### src/rtl/scan_pkg.sv
package scan_pkg;
  localparam int LINE_W = 8;

  typedef struct packed {
    logic [LINE_W-1:0] trig;
    logic [1:0]        rsvd;
    logic              en_match;
    logic              en_hb;
    logic              en_vb;
    logic              coin;
    logic              hb;
    logic              vb;
  } stat_t;
endpackage

### src/rtl/scan_hcount.sv
module scan_hcount #(
  parameter int DRAW_CYC = 960,
  parameter int HB_CYC   = 272
) (
  input  logic clk_i,
  input  logic rst_ni,
  input  logic en_i,
  output logic hb_start_o,
  output logic line_end_o
);
  localparam int LINE_CYC = DRAW_CYC + HB_CYC;
  localparam int DW = $clog2(LINE_CYC);
  localparam logic [DW-1:0] LAST_DRAW = DW'(DRAW_CYC - 1);
  localparam logic [DW-1:0] LAST_DOT  = DW'(LINE_CYC - 1);

  logic [DW-1:0] dot_q;

  always_ff @(posedge clk_i or negedge rst_ni) begin
    if (!rst_ni)    dot_q <= '0;
    else if (en_i)  dot_q <= (dot_q == LAST_DOT) ? '0 : dot_q + 1'b1;
  end

  assign hb_start_o = en_i && (dot_q == LAST_DRAW);
  assign line_end_o = en_i && (dot_q == LAST_DOT);

  p_dot_range_r2: assert property (@(posedge clk_i) disable iff (!rst_ni)
    dot_q <= LAST_DOT);
  p_hold_r10: assert property (@(posedge clk_i) disable iff (!rst_ni)
    !en_i |=> $stable(dot_q));
endmodule

### src/rtl/scan_vcount.sv
module scan_vcount #(
  parameter int LINES     = 228,
  parameter int VIS_LINES = 160
) (
  input  logic                      clk_i,
  input  logic                      rst_ni,
  input  logic                      adv_i,
  output logic [scan_pkg::LINE_W-1:0] line_o,
  output logic [scan_pkg::LINE_W-1:0] nxt_line_o,
  output logic                      vb_set_o,
  output logic                      vb_clr_o
);
  localparam int LW = scan_pkg::LINE_W;
  localparam logic [LW-1:0] LAST_LN = LW'(LINES - 1);
  localparam logic [LW-1:0] VIS_LN  = LW'(VIS_LINES);

  logic [LW-1:0] line_q;

  assign nxt_line_o = (line_q == LAST_LN) ? '0 : line_q + 1'b1;

  always_ff @(posedge clk_i or negedge rst_ni) begin
    if (!rst_ni)     line_q <= '0;
    else if (adv_i)  line_q <= nxt_line_o;
  end

  assign line_o   = line_q;
  assign vb_set_o = adv_i && (nxt_line_o == VIS_LN);
  assign vb_clr_o = adv_i && (nxt_line_o == LAST_LN);

  p_line_range_r3: assert property (@(posedge clk_i) disable iff (!rst_ni)
    line_q <= LAST_LN);
  p_wrap_r3: assert property (@(posedge clk_i) disable iff (!rst_ni)
    adv_i && line_q == LAST_LN |=> line_q == '0);
  p_step_r3: assert property (@(posedge clk_i) disable iff (!rst_ni)
    !adv_i |=> $stable(line_q));
endmodule

### src/rtl/scan_status.sv
module scan_status (
  input  logic                        clk_i,
  input  logic                        rst_ni,
  input  logic                        wr_en_i,
  input  logic [15:0]                 wr_data_i,
  input  logic                        hb_start_i,
  input  logic                        adv_i,
  input  logic [scan_pkg::LINE_W-1:0] nxt_line_i,
  input  logic                        vb_set_i,
  input  logic                        vb_clr_i,
  output logic [15:0]                 stat_o,
  output logic                        irq_hb_o,
  output logic                        irq_vb_o,
  output logic                        irq_match_o,
  output logic                        dma_hb_o,
  output logic                        dma_vb_o
);
  import scan_pkg::*;

  logic              vb_q, hb_q, coin_q;
  logic [2:0]        ien_q;
  logic [LINE_W-1:0] trig_q;
  logic              hit;
  stat_t             st;
  logic              unused_wr;

  assign unused_wr = ^{wr_data_i[7:6], wr_data_i[2:0]};
  assign hit       = (nxt_line_i == trig_q);

  always_ff @(posedge clk_i or negedge rst_ni) begin
    if (!rst_ni) begin
      vb_q <= 1'b0; hb_q <= 1'b0; coin_q <= 1'b0;
      ien_q <= '0; trig_q <= '0;
      irq_hb_o <= 1'b0; irq_vb_o <= 1'b0; irq_match_o <= 1'b0;
      dma_hb_o <= 1'b0; dma_vb_o <= 1'b0;
    end else begin
      if (adv_i)           hb_q <= 1'b0;
      else if (hb_start_i) hb_q <= 1'b1;
      if (vb_set_i)        vb_q <= 1'b1;
      else if (vb_clr_i)   vb_q <= 1'b0;
      if (adv_i)           coin_q <= hit;
      if (wr_en_i) begin
        ien_q  <= wr_data_i[5:3];
        trig_q <= wr_data_i[15:8];
      end
      irq_hb_o    <= hb_start_i && ien_q[1];
      irq_vb_o    <= vb_set_i && ien_q[0];
      irq_match_o <= adv_i && hit && ien_q[2];
      dma_hb_o    <= hb_start_i;
      dma_vb_o    <= vb_set_i;
    end
  end

  always_comb begin
    st          = '0;
    st.trig     = trig_q;
    st.en_match = ien_q[2];
    st.en_hb    = ien_q[1];
    st.en_vb    = ien_q[0];
    st.coin     = coin_q;
    st.hb       = hb_q;
    st.vb       = vb_q;
  end
  assign stat_o = st;

  p_hb_pulse_r11: assert property (@(posedge clk_i) disable iff (!rst_ni)
    dma_hb_o |=> !dma_hb_o);
  p_hb_flag_r6: assert property (@(posedge clk_i) disable iff (!rst_ni)
    irq_hb_o |-> hb_q);
  p_vb_dma_r8: assert property (@(posedge clk_i) disable iff (!rst_ni)
    dma_vb_o |-> vb_q && $rose(vb_q));
  p_match_r5: assert property (@(posedge clk_i) disable iff (!rst_ni)
    irq_match_o |-> coin_q);
  p_coin_hold_r5: assert property (@(posedge clk_i) disable iff (!rst_ni)
    !adv_i |=> $stable(coin_q));
endmodule

### src/rtl/scan_timer_unit.sv
module scan_timer_unit #(
  parameter int DRAW_CYC  = 960,
  parameter int HB_CYC    = 272,
  parameter int LINES     = 228,
  parameter int VIS_LINES = 160
) (
  input  logic        clk_i,
  input  logic        rst_ni,
  input  logic        en_i,
  input  logic        wr_en_i,
  input  logic [15:0] wr_data_i,
  output logic [15:0] stat_o,
  output logic [7:0]  line_o,
  output logic        irq_hb_o,
  output logic        irq_vb_o,
  output logic        irq_match_o,
  output logic        dma_hb_o,
  output logic        dma_vb_o
);
  logic       hb_start, line_end, vb_set, vb_clr;
  logic [7:0] nxt_line;

  scan_hcount #(.DRAW_CYC(DRAW_CYC), .HB_CYC(HB_CYC)) u_h (
    .clk_i(clk_i), .rst_ni(rst_ni), .en_i(en_i),
    .hb_start_o(hb_start), .line_end_o(line_end)
  );

  scan_vcount #(.LINES(LINES), .VIS_LINES(VIS_LINES)) u_v (
    .clk_i(clk_i), .rst_ni(rst_ni), .adv_i(line_end),
    .line_o(line_o), .nxt_line_o(nxt_line),
    .vb_set_o(vb_set), .vb_clr_o(vb_clr)
  );

  scan_status u_s (
    .clk_i(clk_i), .rst_ni(rst_ni),
    .wr_en_i(wr_en_i), .wr_data_i(wr_data_i),
    .hb_start_i(hb_start), .adv_i(line_end), .nxt_line_i(nxt_line),
    .vb_set_i(vb_set), .vb_clr_i(vb_clr),
    .stat_o(stat_o),
    .irq_hb_o(irq_hb_o), .irq_vb_o(irq_vb_o), .irq_match_o(irq_match_o),
    .dma_hb_o(dma_hb_o), .dma_vb_o(dma_vb_o)
  );
endmodule

### config.mk
export PLATFORM = sky130hd
export DESIGN_NAME = scan_timer_unit
export DESIGN_NICKNAME = d
export VERILOG_FILES = /design/src/rtl/scan_pkg.sv /design/src/rtl/scan_hcount.sv /design/src/rtl/scan_vcount.sv /design/src/rtl/scan_status.sv /design/src/rtl/scan_timer_unit.sv
export SDC_FILE = /design/constraint.sdc
export NUM_CORES = 1
export LEC_CHECK = 0
export ABC_AREA = 0
export BUFFER_PORTS_ARGS = -buffer_cell sky130_fd_sc_hd__buf_4
export CAP_MARGIN = 20
export CORE_UTILIZATION = 30
export CTS_CLUSTER_DIAMETER = 100
export DETAILED_ROUTE_END_ITERATION = 16
export MAX_ROUTING_LAYER = met4
export PLACE_DENSITY = 0.47
export SLEW_MARGIN = 20
export SYNTH_ARGS = -nofsm -noshare
export SYNTH_HDL_FRONTEND = slang
export SYNTH_SLANG_ARGS = --single-unit
export TNS_END_PERCENT = 20
### constraint.sdc
create_clock -name clk_i -period 2.5 [get_ports clk_i]
set_clock_uncertainty 0.1 [all_clocks]
set_input_delay 0.375 -clock clk_i [delete_from_list [all_inputs] [get_ports clk_i]]
set_output_delay 0.375 -clock clk_i [all_outputs]
set_load 0.03 [all_outputs]
* After elaboration in Yosys (flattened, before gate mapping)
Cells that the tools add are included.
** Operators by class
- $add $sub $neg :: 2
- Multipliers :: 0
- Div/mod/pow operators :: 0
- $lt $le $gt $ge :: 0
- Equality and inequality tests :: 6
- Shift-type cells :: 0
- Mux-type cells :: 6
- Bitwise gates (word level) :: 0
- Reductions and logical operators :: 10
** Operators by type and width (count)
- $eq A8 B8 Y1 const B :: 3
- $add A11 B1 Y11 const B :: 1
- $eq A11 B10 Y1 const B :: 1
- $eq A11 B11 Y1 const B :: 1
- $mux W11 :: 1
- $add A8 B1 Y8 const B :: 1
- $eq A8 B8 Y1 :: 1
- $logic_and A1 B1 Y1 :: 8
- $mux W8 :: 1
- $mux W1 :: 4
- $reduce_bool A2 Y1 :: 2
** Word-level totals
- Bits in registers :: 38
- Bits in latches :: 0
- Bits in writable memories :: 0
- ROM bits :: 0
- Input bits :: 20
- Output and inout port bits :: 29
- Memories kept :: 0

* Depth between registers and ports, before layout
Gate-level depths: netlist of run 1.
- Word-level depth :: 6
- Mapped depth :: 7
- Gate-level depth less buffers :: 7

* Hierarchy
A second synthesis of run 1 with hierarchy kept.
** Second synthesis, totals
- Cells, all modules :: 195
- Area total of the unflattened synthesis :: 2052.0 um2
** By module, submodules not included
- scan_status :: times used 1, cells each 59, area an instance 798.3 um2, seq. area each 475.5 um2
- scan_vcount :: times used 1, cells each 74, area an instance 653.1 um2, seq. area each 200.2 um2
- scan_hcount :: times used 1, cells each 62, area an instance 600.6 um2, seq. area each 275.3 um2

* Least setup slack after synthesis of run 1
No wires, ideal clock.
- Path kind :: register to register
- From :: register u_v.line_q[0] (netlist: u_v.line_o[0])
- To :: register u_s.irq_match_o
- Library setup time :: 0.101 ns
- Arrival time :: 2.272 ns
- Path slack :: 0.027 ns
- Cell stages (with the launch flop) :: 8
- Buffers on the path :: 1
- Clock period less this slack :: 2.473 ns
- Cells stage by stage :: dfrtp_1 ha_1 or3b_2 buf_2 or4b_1 o31ai_1 o221ai_1 nor4_1
** On the way
- Cells in the longest elaborated chain, start to end :: 5
- Elaborated cells on any way between the ends :: 6
- Those cells by class :: add/sub: 1; eq/ne: 2; mux: 1; reduce/logical: 2
** Ends and longest elaborated chain
- start, declared :: RTL line scan_vcount.sv:17 : logic [LW-1:0] line_q;
- start signal, assigned :: RTL line scan_vcount.sv:23 : else if (adv_i) line_q <= nxt_line_o;
- $add A8 B1 Y8 / $eq A8 B8 Y1 (equally long branches) :: RTL line scan_vcount.sv:19 : assign nxt_line_o = (line_q == LAST_LN) ? '0 : line_q + 1'b1;
- $mux W8 (*) :: RTL line scan_vcount.sv:19
- $eq A8 B8 Y1 (*) :: RTL line scan_status.sv:28 : assign hit = (nxt_line_i == trig_q);
- $logic_and A1 B1 Y1 (*) (2 in series) :: RTL line scan_status.sv:48 : irq_match_o <= adv_i && hit && ien_q[2];
- end signal, assigned :: RTL line scan_status.sv:48
- end, declared :: RTL line scan_status.sv:14 : output logic irq_match_o,
Every way passes the cells marked *; elsewhere a longest branch is shown, timed or not.
A chain may end at the register's enable or synchronous reset.

* Worst setup path in the final report of run 1
- From :: register u_h.dot_q[8]
- To :: register u_s.coin_q
** On the way
- Cells in the longest elaborated chain, start to end :: 2
** Ends and longest elaborated chain
- start, declared :: RTL line scan_hcount.sv:16 : logic [DW-1:0] dot_q;
- start signal, assigned :: RTL line scan_hcount.sv:20 : else if (en_i) dot_q <= (dot_q == LAST_DOT) ? '0 : dot_q + 1'b1;
- $eq A11 B11 Y1 :: RTL line scan_hcount.sv:24 : assign line_end_o = en_i && (dot_q == LAST_DOT);
- $logic_and A1 B1 Y1 :: RTL line scan_hcount.sv:24
- end signal, assigned :: RTL line scan_status.sv:41 : if (adv_i) coin_q <= hit;
- end, declared :: RTL line scan_status.sv:20 : logic vb_q, hb_q, coin_q;
No other way between the ends.

==> run summary, run 1 <==
The flow ran to the end, and the final reports show no timing, DRC or antenna violations. The number of flip-flops and latches in the synthesized netlist came out at 38. The leading area contributor after synthesis is dfrtp_1.

In this run the post-CTS setup repair buffer count came out at 0. The share of synthesized area in the top cell type comes to 0.418. The total DRC errors in the routed layout is 0.

For this run, the detailed router's first-pass iteration total came to 4. The placed instances occupy a cell area of 2640 um^2. The worst hold path belongs to the class in2reg. The startpoint identified for the worst register-to-register timing path is u_h.dot_q[8]$_DFFE_PN0P_.

The sequential share of power is 0.458. The clock transition at the registers of the reported paths is 0.09 ns. The end point of the most critical hold path is u_s.trig_q[7]$_DFFE_PN0P_. For this block, the routed nets add up to 5380 um of wire. Summed over all cells, the static leakage comes to 1.22 nW. The synthesized instance count is 239. The max-slew violation total from the final report is 0.

The placement-stage worst setup slack is 0.118 ns. For the pin with the worst max-slew slack, the measured transition is 0.585 ns. The longest individual stage delay on the worst path came out at 0.56 ns. The count of flip-flops with a built-in enable after synthesis came out at 0. The uppermost layer routed is met4. The internal reg-to-reg setup slack is 0.22 ns. The via count of the first global-routing pass came out at 1,718. The repair_antennas step left the layout with diodes totalling 0. For this run, the post-layout net count is 302. The netlist uses 58 different library cells. The finished cells cover 2790 um^2. Summed over all failing endpoints, the final setup total negative slack is 0 ns. The tree built by TritonCTS fans out to 38 sinks.

The final weighted congestion in routability-driven placement came out at 0.754. The wire length of the first global-routing pass is 8870 um. In the post-synthesis netlist, the biggest area contributors are dfrtp_1 42%, nand2_1 4.5%, o21ai_0 4.0%. The maximum level of the CTS H-tree is 2. The startpoint type of the worst setup path is a flip-flop. The top achievable clock speed is 0.438 GHz. Wire segments on met3 add up to 183 um in the final route.

The initial utilization of the core area, before any placement, comes to 0.312. The count of endpoints failing setup in the final report is 0. The worst slew margin relative to its limit came out at 0.610. Relative to the synthesized area, the layout overhead comes to 22.6%. The beginning of the worst hold path is wr_data_i[15]. The floorplan step defined a die boundary enclosing 7940 um^2. The number of warnings issued by yosys is 0.

The maximum clock path buffer count came out at 2. The cell sitting at the root of the clock tree is a clkbuf_8. Buffers placed on the I/O ports in this run total 41. The count of routing violations after the opening detailed-route iteration is 116. For the worst setup path, the data arrival time is 2.42 ns. The count of standard-cell rows is 31. The region available for standard cell placement spans 7290 um^2. The clock buffer count from CTS is 5. The clock latency on the worst-skew pair came out at 0.30 ns. After synthesis, the most frequently instantiated cells are 38 x dfrtp_1, 27 x nand2_1, 18 x o21ai_0, 12 x nor2_1, 11 x nand3_1. The detail route stage leaves a number of antenna-violating nets equal to 0.

The clock group share of total power came out at 0.398. The post-synthesis instance area came out at 2280 um^2. The number of hold violations in the final report is 0. The die boundary width came out at 89.1 um. The share of flip-flops with an asynchronous set or reset after synthesis came out at 1.00. The average routed wire per standard cell is 14.2 um. The synthesized area per cell came out at 9.52 um^2. Of all nets on the critical path, the largest fanout is 9. The cell count of the worst reg-to-reg path came out at 5. The switching power came out at 0.442 mW. The share of cells above drive strength 1 is 0.268. The signal on the critical path passes through or4_4 -> or3_4 -> a2111oi_4 -> o2111a_1 -> a31o_1. The initial antenna violation count came out at 0. From bottom edge to top edge, the die measures 89.1 um. The total congestion overflow is 0. The most common cell in the synthesized netlist is dfrtp_1. Summing over every cut layer, the via total after detailed routing is 1,899. For this block, wires on met1 add up to 2860 um. Setup slack on the critical path of the routed design comes to 0.216 ns. The total power density per cell area is 581 nW/um^2.

The largest net degree at the start of global routing came out at 39. The final critical-path share of the clock period came out at 0.914. The sum of net half-perimeters after detailed placement came out at 3780 um. STA classifies the critical path endpoint as a flip-flop.

The critical path in this run is classified as reg2reg. Across all hold checks on the routed design, the worst slack comes to 0.178 ns. Using the TritonRoute via totals, the vias-per-cell ratio works out to 5.01. The minimum clock period after layout is 2.28 ns. The standard cell with the maximum stage delay on the critical path is or4_4.

Of the total power, combinational logic draws 0.144. The worst register-to-register path ends at u_s.coin_q$_DFFE_PN0P_. The CTS tree is yes. The instance count along the most critical hold path came out at 3. The required time at the worst-slack endpoint is 2.64 ns. Max-cap violations in this run came to 0. Among all flip-flop cells after synthesis, the most frequent one is dfrtp_1. The part of the Yosys area used for sequential elements is 0.418. Pin placement for this block handled 49 I/O pins. Of the total power, the share spent switching nets is 0.273. Setup repair after global routing left no endpoint under its margin.

IR analysis of the VDD net gives a maximum drop of 0.000364 V. The routed length on met2 is 2270 um. The design internal power came out at 1.18 mW.

The combined global-route utilization of all metal layers came out at 0.153.
==> power groups by stage <==
stage          Sequential, mW  Combinational, mW  Clock (mW)
2_1_floorplan           0.771              0.126           0
3_3_place_gp            0.753              0.231           0
3_5_place_dp            0.754              0.234           0
4_1_cts                 0.744              0.237       0.666
5_1_grt                 0.754              0.260       0.688
6_report                0.743              0.233       0.646
==> state kept, by name, summed over array words and instances (netlist names) <==
name / cells
u_h.dot_q: 11
u_s.coin_q: 1
u_s.dma_hb_o: 1
u_s.dma_vb_o: 1
u_s.hb_q: 1
u_s.ien_q: 3
u_s.irq_hb_o: 1
u_s.irq_match_o: 1
u_s.irq_vb_o: 1
u_s.trig_q: 8
u_s.vb_q: 1
u_v.line_o: 8
==> what timing repair did <==
action                                 CTS  global route
endpoints found under the hold margin   38             0
resized for setup                        0             1
hold buffers                             1             0
setup endpoints to repair                0             1
==> per-layer routing <==
metal	global-route usage	vias to the layer above
li1	-	947
met1	0.221	909
met2	0.212	37
met3	0.0323	6
met4	0.0433	0
met5	-	-
==> metrics by stage <==
step                      total power [mW]  std cells  utilization
after global placement               0.985        370        0.362
final                                 1.62        379        0.383
after global routing                  1.70        379        0.383
after floorplan                      0.896        240            -
after detailed placement             0.987        370        0.362
after CTS                             1.65        379        0.382
==> area by class of cell <==
cell class                 count  area (um^2)
clock buffer                   5         68.8
inverter                       8         30.0
timing repair buffer          49          370
clock inverter                 3         68.8
sequential                    38          951
tap                           99          124
multi-input combinational    177         1180
fill                         763         4500
==> worst max-delay path: cells and delay by family, from the launching register on <==
| family | cells | cell delay [ns] |
|---|---|---|
| compound gates | 3 | 0.68 |
| flops | 1 | 0.42 |
| simple gates | 2 | 1.03 |
==> cells by family after synthesis <==
group	Yosys count	synth area share
simple gates	104	0.249
xor+xnor	14	0.0539
other cells	1	0.00165
mux	9	0.0440
fa+ha+maj	3	0.0165
buf+inv	25	0.0682
compound gates	45	0.150
flops	38	0.418
==> how the worst max path moves through the flow <==
| stage | startpoint | to | slack (ns) | depth (start not counted) |
|---|---|---|---|---|
| finish | u_h.dot_q[8]$_DFFE_PN0P_ | u_s.coin_q$_DFFE_PN0P_ | 0.22 | 5 |
| global route | u_v.line_o[0]$_DFFE_PN0P_ | u_s.irq_match_o$_DFF_PN0_ | 0.1 | 6 |
| CTS | u_h.dot_q[8]$_DFFE_PN0P_ | u_s.coin_q$_DFFE_PN0P_ | 0.08 | 5 |
| detailed placement | u_h.dot_q[8]$_DFFE_PN0P_ | u_s.coin_q$_DFFE_PN0P_ | 0.12 | 5 |
| global placement | u_h.dot_q[8]$_DFFE_PN0P_ | u_s.coin_q$_DFFE_PN0P_ | 0.12 | 5 |
| floorplan | u_v.line_o[0]$_DFFE_PN0P_ | u_s.irq_match_o$_DFF_PN0_ | 0.03 | 7 |
==> cells in the final DEF, fill, tap and decap left out, types with 8 or more instances in the layout <==
cell / instances
buf_4: 48
dfrtp_1: 38
inv_1: 8
mux2_2: 8
nand2_1: 27
nand3_1: 11
nor2_1: 12
nor3_1: 9
o21ai_0: 18
xnor2_1: 9
Note: power is estimated with default switching activity, not from simulation.
==> run 2, diff against run 1 <==
CORE_UTILIZATION = 54   (was 30)
MAX_ROUTING_LAYER = default   (was met4)
PLACE_DENSITY = 0.79   (was 0.47)
==> run summary, run 2 (synthesis gave the netlist of run 1 again) <==
In the layout the commonest cells are 50 x buf_4, 38 x dfrtp_1, 27 x nand2_1, 18 x o21ai_0, 12 x nor2_1. The first detailed-routing pass took 4 iterations. The slew at the pin closest to its max-slew limit came out at 0.557 ns. CTS placed an instance of clkbuf_8 at the clock tree root.

The count of routing violations after the opening detailed-route iteration is 167. The post-cts hold buffer count came out at 1. The total congestion overflow is 0. The largest net degree at the start of global routing came out at 39. Measured on the finished design, the core utilization comes to 0.666. For this design the ratio of total power to cell area is 511 nW/um^2.

The maximum clock path buffer count is 2. The worst setup path is captured at a flip-flop. The total routed wire length on the met1 layer is 2300 um. On the critical path, the stage with the largest delay is an instance of or4_4.

The count of standard-cell rows came out at 23. The type of the worst setup path is reg2reg. The starting density of the core is 0.565. The detailed router used layers up to and including met4.

The flow ran to the end, and the final reports show no timing, DRC or antenna violations. Of the cells placed in the final design, the portion with a size suffix greater than 1 is 0.267. The worst hold slack after final layout came out at 0.175 ns.

The number of fill cells in the layout came out at 344. The number of hold violations in the final report came out at 0. In this run the number of H-tree levels came out at 2. The count of endpoints failing setup in the final report is 0. The number of vias per cell is 5.80. The first global-routing pass estimated 7760 um of wire.

u_h.dot_q holds more flip-flops than any other register. The number of buffers inserted by port buffering came out at 41. For this run, design rule violations remaining after detail routing come to 0. The CTS tree is yes. The sum of net half-perimeters after detailed placement came out at 3360 um. The initial antenna violation count came to 0. The total length of routed wires is 4740 um. The total number of vias came out at 1,921. After clock tree synthesis, the repair step resized 0 gates. Clock-pin slew was measured on the worst setup and hold paths at 0.08 ns. The total clock sinks is 38. The die boundary height is 66.9 um. The startpoint type of the worst setup path is a flip-flop.

The antenna cell count is 0. The number of clock buffers added by TritonCTS is 5. Of all nets on the critical path, the largest fanout is 6. The cell family contributing the most delay on the critical path is simple AND/OR/NAND/NOR gates.

The worst path arrival time is 2.48 ns. The standard cell core area is 4030 um^2. Detailed routing placed a total of 290 um of wire on met3.

For this run, the slowest stage of the critical path takes 0.56 ns. In the finished design, the share of the clock period the worst path needs comes to 0.941. The die boundary width is 66.9 um. The flip-flop count of the largest register after layout is 11. Buffers added to address setup during post-CTS repair amount to 0. The most frequent standard cell in the layout excluding fill and tap cells is buf_4. Pin placement for this block handled 49 I/O pins. The final weighted congestion in routability-driven placement is 0.860. The clock reaches the later pin of the worst-skew pair after 0.29 ns. Max-cap violations in this run came to 0. The max-slew violation total from the final report came out at 0. The minimum clock period after layout is 2.35 ns.

The worst slew margin relative to its limit is 0.629. Dividing the detail-routed wire length by the instance count gives 14.3 um. Compared with the post-synthesis result, the final layout area differs by 17.8%. The cell leakage power came out at 1.20 nW. The required time at the worst-slack endpoint is 2.63 ns.

The overall die area came out at 4480 um^2. The total negative slack for setup checks came out at 0 ns. The via count of the first global-routing pass is 1,664. The routed length on met2 is 2060 um. The highest ir drop seen on vdd is 0.000405 V. Walking the worst path, the cells encountered are or4_4 -> or3_1 -> a2111oi_4 -> o2111a_1 -> a31o_1. The top achievable clock speed came out at 0.425 GHz. Setup repair after global routing left no endpoint under its margin. The final layout contains 304 nets. The remaining antenna violation count came out at 0. The path class of the tightest hold or removal check is in2reg. In the global route stage, overall resource usage came out at 0.237. The total buffers and inverters traversed by the critical path is 0.
run 2: cell types whose count changed in the layout (fill, tap and decap cells not counted), sizes merged:
cell    before  now
bufinv       2    0
clkinv       1    2
buf         48   50
run 2: layout make-up:
class | count | area, um^2 | share of cell area
inverters | 8 | 30.0 | 0.0112
repair buffers | 51 | 385 | 0.144
multi-input cells | 177 | 1170 | 0.438
well taps | 50 | 62.6 | 0.0233
clock buffers | 5 | 68.8 | 0.0257
clock inverters | 2 | 10.0 | 0.00373
flip-flops and latches | 38 | 951 | 0.355
run 2: worst paths after layout:
check                      cells past startpoint  slack [ns]                     start                        end
max in group asynchronous                      2        1.47                    rst_ni  u_s.trig_q[4]$_DFFE_PN0P_
max                                            5        0.15  u_h.dot_q[8]$_DFFE_PN0P_     u_s.coin_q$_DFFE_PN0P_
min reg2reg                                    2        0.40      u_s.hb_q$_DFFE_PN0P_       u_s.hb_q$_DFFE_PN0P_
max reg2reg                                    5        0.15  u_h.dot_q[8]$_DFFE_PN0P_     u_s.coin_q$_DFFE_PN0P_
min in group asynchronous                      2        0.47                    rst_ni  u_s.trig_q[6]$_DFFE_PN0P_
min                                            3        0.18             wr_data_i[15]  u_s.trig_q[7]$_DFFE_PN0P_
run 2: metal layers:
layer	GRT usage	up-vias
li1	-	948
met1	0.329	889
met2	0.340	76
met3	0.0479	8
met4	0.130	0
met5	0	-
run 2: worst reg2reg max path, stage by stage, from the launching register on:
cell and delay [ns]:
dfrtp_1 0.42, or4_4 0.56, or3_1 0.50, a2111oi_4 0.31
o2111a_1 0.24, a31o_1 0.15
run 2: where the power goes:
group | leakage [nW] | internal, mW | switching (mW) | total [mW]
clock | 0.0438 | 0.187 | 0.209 | 0.396
combinational | 0.676 | 0.107 | 0.125 | 0.232
sequential | 0.483 | 0.673 | 0.0690 | 0.742
total | 1.20 | 0.967 | 0.403 | 1.37
run 2: metrics by stage:
step	cells	setup slack (ns)	total power, mW	cell area [um^2]
finish	331	0.147	1.37	2680
global route	331	0.0603	1.45	2680
CTS	331	0.139	1.39	2680
detailed placement	323	0.196	0.984	2590
global placement	323	0.234	0.975	2590
floorplan	240	0.0275	0.896	2280
==> run 3, diff against run 2 <==
CORE_UTILIZATION = 30   (was 54)
PLACE_DENSITY = default   (was 0.79)
==> run summary, run 3 (synthesis gave the netlist of run 1 again) <==
CTS built an H-tree with a depth of 2. The worst hold path belongs to the class in2reg. The critical path is of the reg2reg type. The clock reaches the later pin of the worst-skew pair after 0.30 ns.

Subtracting the final worst setup slack from the clock period gives 2.39 ns. u_h.dot_q holds more flip-flops than any other register. The total power density per cell area is 582 nW/um^2.

Summed over all layers, the routed wires come to 5180 um. The switching power is 0.428 mW. The sum of net half-perimeters after detailed placement is 3810 um. The final weighted congestion in routability-driven placement came out at 0.875.

The clock passes through at most 2 buffers. Setup repair after global routing left no endpoint under its margin. The critical path goes through or4_4 -> or3_1 -> a2111oi_4 -> o2111a_1 -> a31o_1. The post-CTS resize count came out at 0.

The highest ir drop seen on vdd came out at 0.000285 V. The max-slew violation total from the final report came out at 0. The flow ran to the end, and the final reports show no timing, DRC or antenna violations.

The total clock sinks came out at 38. The I/O pin count is 49. The worst slew margin relative to its limit came out at 0.663. The number of nets in the layout is 304. The wire length of the first global-routing pass came out at 8710 um.

The largest single stage delay on the critical path is 0.56 ns. The top achievable clock speed came out at 0.418 GHz. The number of violations of the max-capacitance limit is 0. The number of vias per cell is 4.98. The endpoint type of the worst setup path is a flip-flop.

The die boundary height is 89.1 um. The clock transition at the registers of the reported paths came out at 0.08 ns. The standard cell core area came out at 7290 um^2. Buffers added to address setup during post-CTS repair amount to 0. Leaving out fill and tap cells, the most frequent cell in the layout is buf_4.

The number of antenna diodes in the final layout is 0. The cell leakage power is 1.23 nW. The routed layout has 1,899 vias. The final design utilization is 0.385. The worst setup path is launched from a flip-flop. The count of endpoints failing setup in the final report came out at 0. The count of routing violations after the opening detailed-route iteration came out at 186. The slew at the pin closest to its max-slew limit is 0.501 ns. Of the cells placed in the final design, the portion with a size suffix greater than 1 is 0.270. The post-cts hold buffer count came out at 1. The first detailed-routing pass took 4 iterations. The required time at the worst-slack endpoint came out at 2.64 ns. The switching share of total power came out at 0.262. The starting density of the core is 0.312.

The share of total power dissipated in combinational logic is 0.141. The worst path arrival time came out at 2.53 ns. In this run the clock root is driven by a clkbuf_8.

The number of hold violations in the final report was 0. The area added between synthesis and finish came out at 23.3%. In this run the horizontal extent of the chip is 89.1 um.

The via count of the first global-routing pass came out at 1,770. In the finished design, the share of the clock period the worst path needs comes to 0.957. The highest fanout seen on the critical path came out at 7. The CTS tree is yes.

The number of buffers inserted by port buffering is 41. The register with the most flip-flops in the layout has 11 of them. The share of total power dissipated in the clock network is 0.404. The standard cell with the maximum stage delay on the critical path is or4_4.

The total negative slack for setup checks is 0 ns. The combined global-route utilization of all metal layers came out at 0.143. The total DRC errors in the routed layout is 0. The clock buffer count from CTS came out at 5. The largest net degree at the start of global routing is 39. In the final routed layout, each cell accounts on average for 13.6 um. The total congestion overflow is 0. The total buffers and inverters traversed by the critical path is 0. The overall die area came out at 7940 um^2. Cell internal power was estimated by the tool at 1.21 mW. After floorplanning, the core was divided into 31 placement rows. Leaving out fill and tap cells, the most frequent cells in the layout are 50 x buf_4, 38 x dfrtp_1, 27 x nand2_1, 18 x o21ai_0, 12 x nor2_1.

The sequential share of power came out at 0.455. The filler cells instantiated in the layout total 788. The category of cells accounting for the largest share of critical-path delay is simple AND/OR/NAND/NOR gates. The remaining antenna violation count is 0. The initial antenna violation count is 0.
## run 3: cell types whose count changed in the layout (fill, tap and decap cells not counted), sizes merged
cell    before  now
bufinv       0    2
clkbuf       5    6
clkinv       2    0
## run 3: worst paths after layout
path	start	endpoint	slack, ns	cells after the start
max	u_h.dot_q[8]$_DFFE_PN0P_	u_s.coin_q$_DFFE_PN0P_	0.11	5
min	wr_data_i[14]	u_s.trig_q[6]$_DFFE_PN0P_	0.18	3
max reg2reg	u_h.dot_q[8]$_DFFE_PN0P_	u_s.coin_q$_DFFE_PN0P_	0.11	5
min reg2reg	u_h.dot_q[9]$_DFFE_PN0P_	u_h.dot_q[9]$_DFFE_PN0P_	0.40	1
max in group asynchronous	rst_ni	u_v.line_o[4]$_DFFE_PN0P_	1.48	2
min in group asynchronous	rst_ni	u_h.dot_q[8]$_DFFE_PN0P_	0.49	2
## run 3: power by group through the flow
stage                     Clock (mW)  Sequential, mW  Combinational (mW)
after floorplan                    0           0.771               0.126
after global placement             0           0.753               0.229
after detailed placement           0           0.756               0.233
after CTS                      0.680           0.743               0.235
after global routing           0.703           0.753               0.258
final                          0.660           0.743               0.231
## run 3: metal layers
metal / vias up / track usage / share of wire
li1: 951 / - / -
met1: 892 / 0.202 / 0.49
met2: 50 / 0.212 / 0.44
met3: 6 / 0.0305 / 0.056
met4: 0 / 0.0534 / 0.014
met5: - / 0 / 0
## run 3: tightest hold or removal path, cell delays in order
cell     delay, ns
buf_4         0.08
nand2_1       0.04
o21ai_0       0.05
## run 3: metrics by stage
step	instances	total power, mW	instance area [um^2]	hold slack (ns)	setup WS, ns
after floorplan	240	0.896	2280	-0.0206	0.0275
after global placement	372	0.982	2650	0.283	0.164
after detailed placement	372	0.989	2650	0.283	0.134
after CTS	381	1.66	2810	0.179	0.108
after global routing	381	1.71	2810	0.175	0.00494
final	381	1.63	2810	0.178	0.107
## run 3: area by class of cell
| class | instances | area [um^2] | area share |
|---|---|---|---|
| timing repair buffer | 51 | 385 | 0.137 |
| tap | 99 | 124 | 0.0441 |
| clock buffer | 6 | 82.6 | 0.0294 |
| multi-input combinational | 177 | 1170 | 0.418 |
| sequential | 38 | 951 | 0.339 |
| inverter | 8 | 30.0 | 0.0107 |
| clock inverter | 2 | 60.1 | 0.0214 |
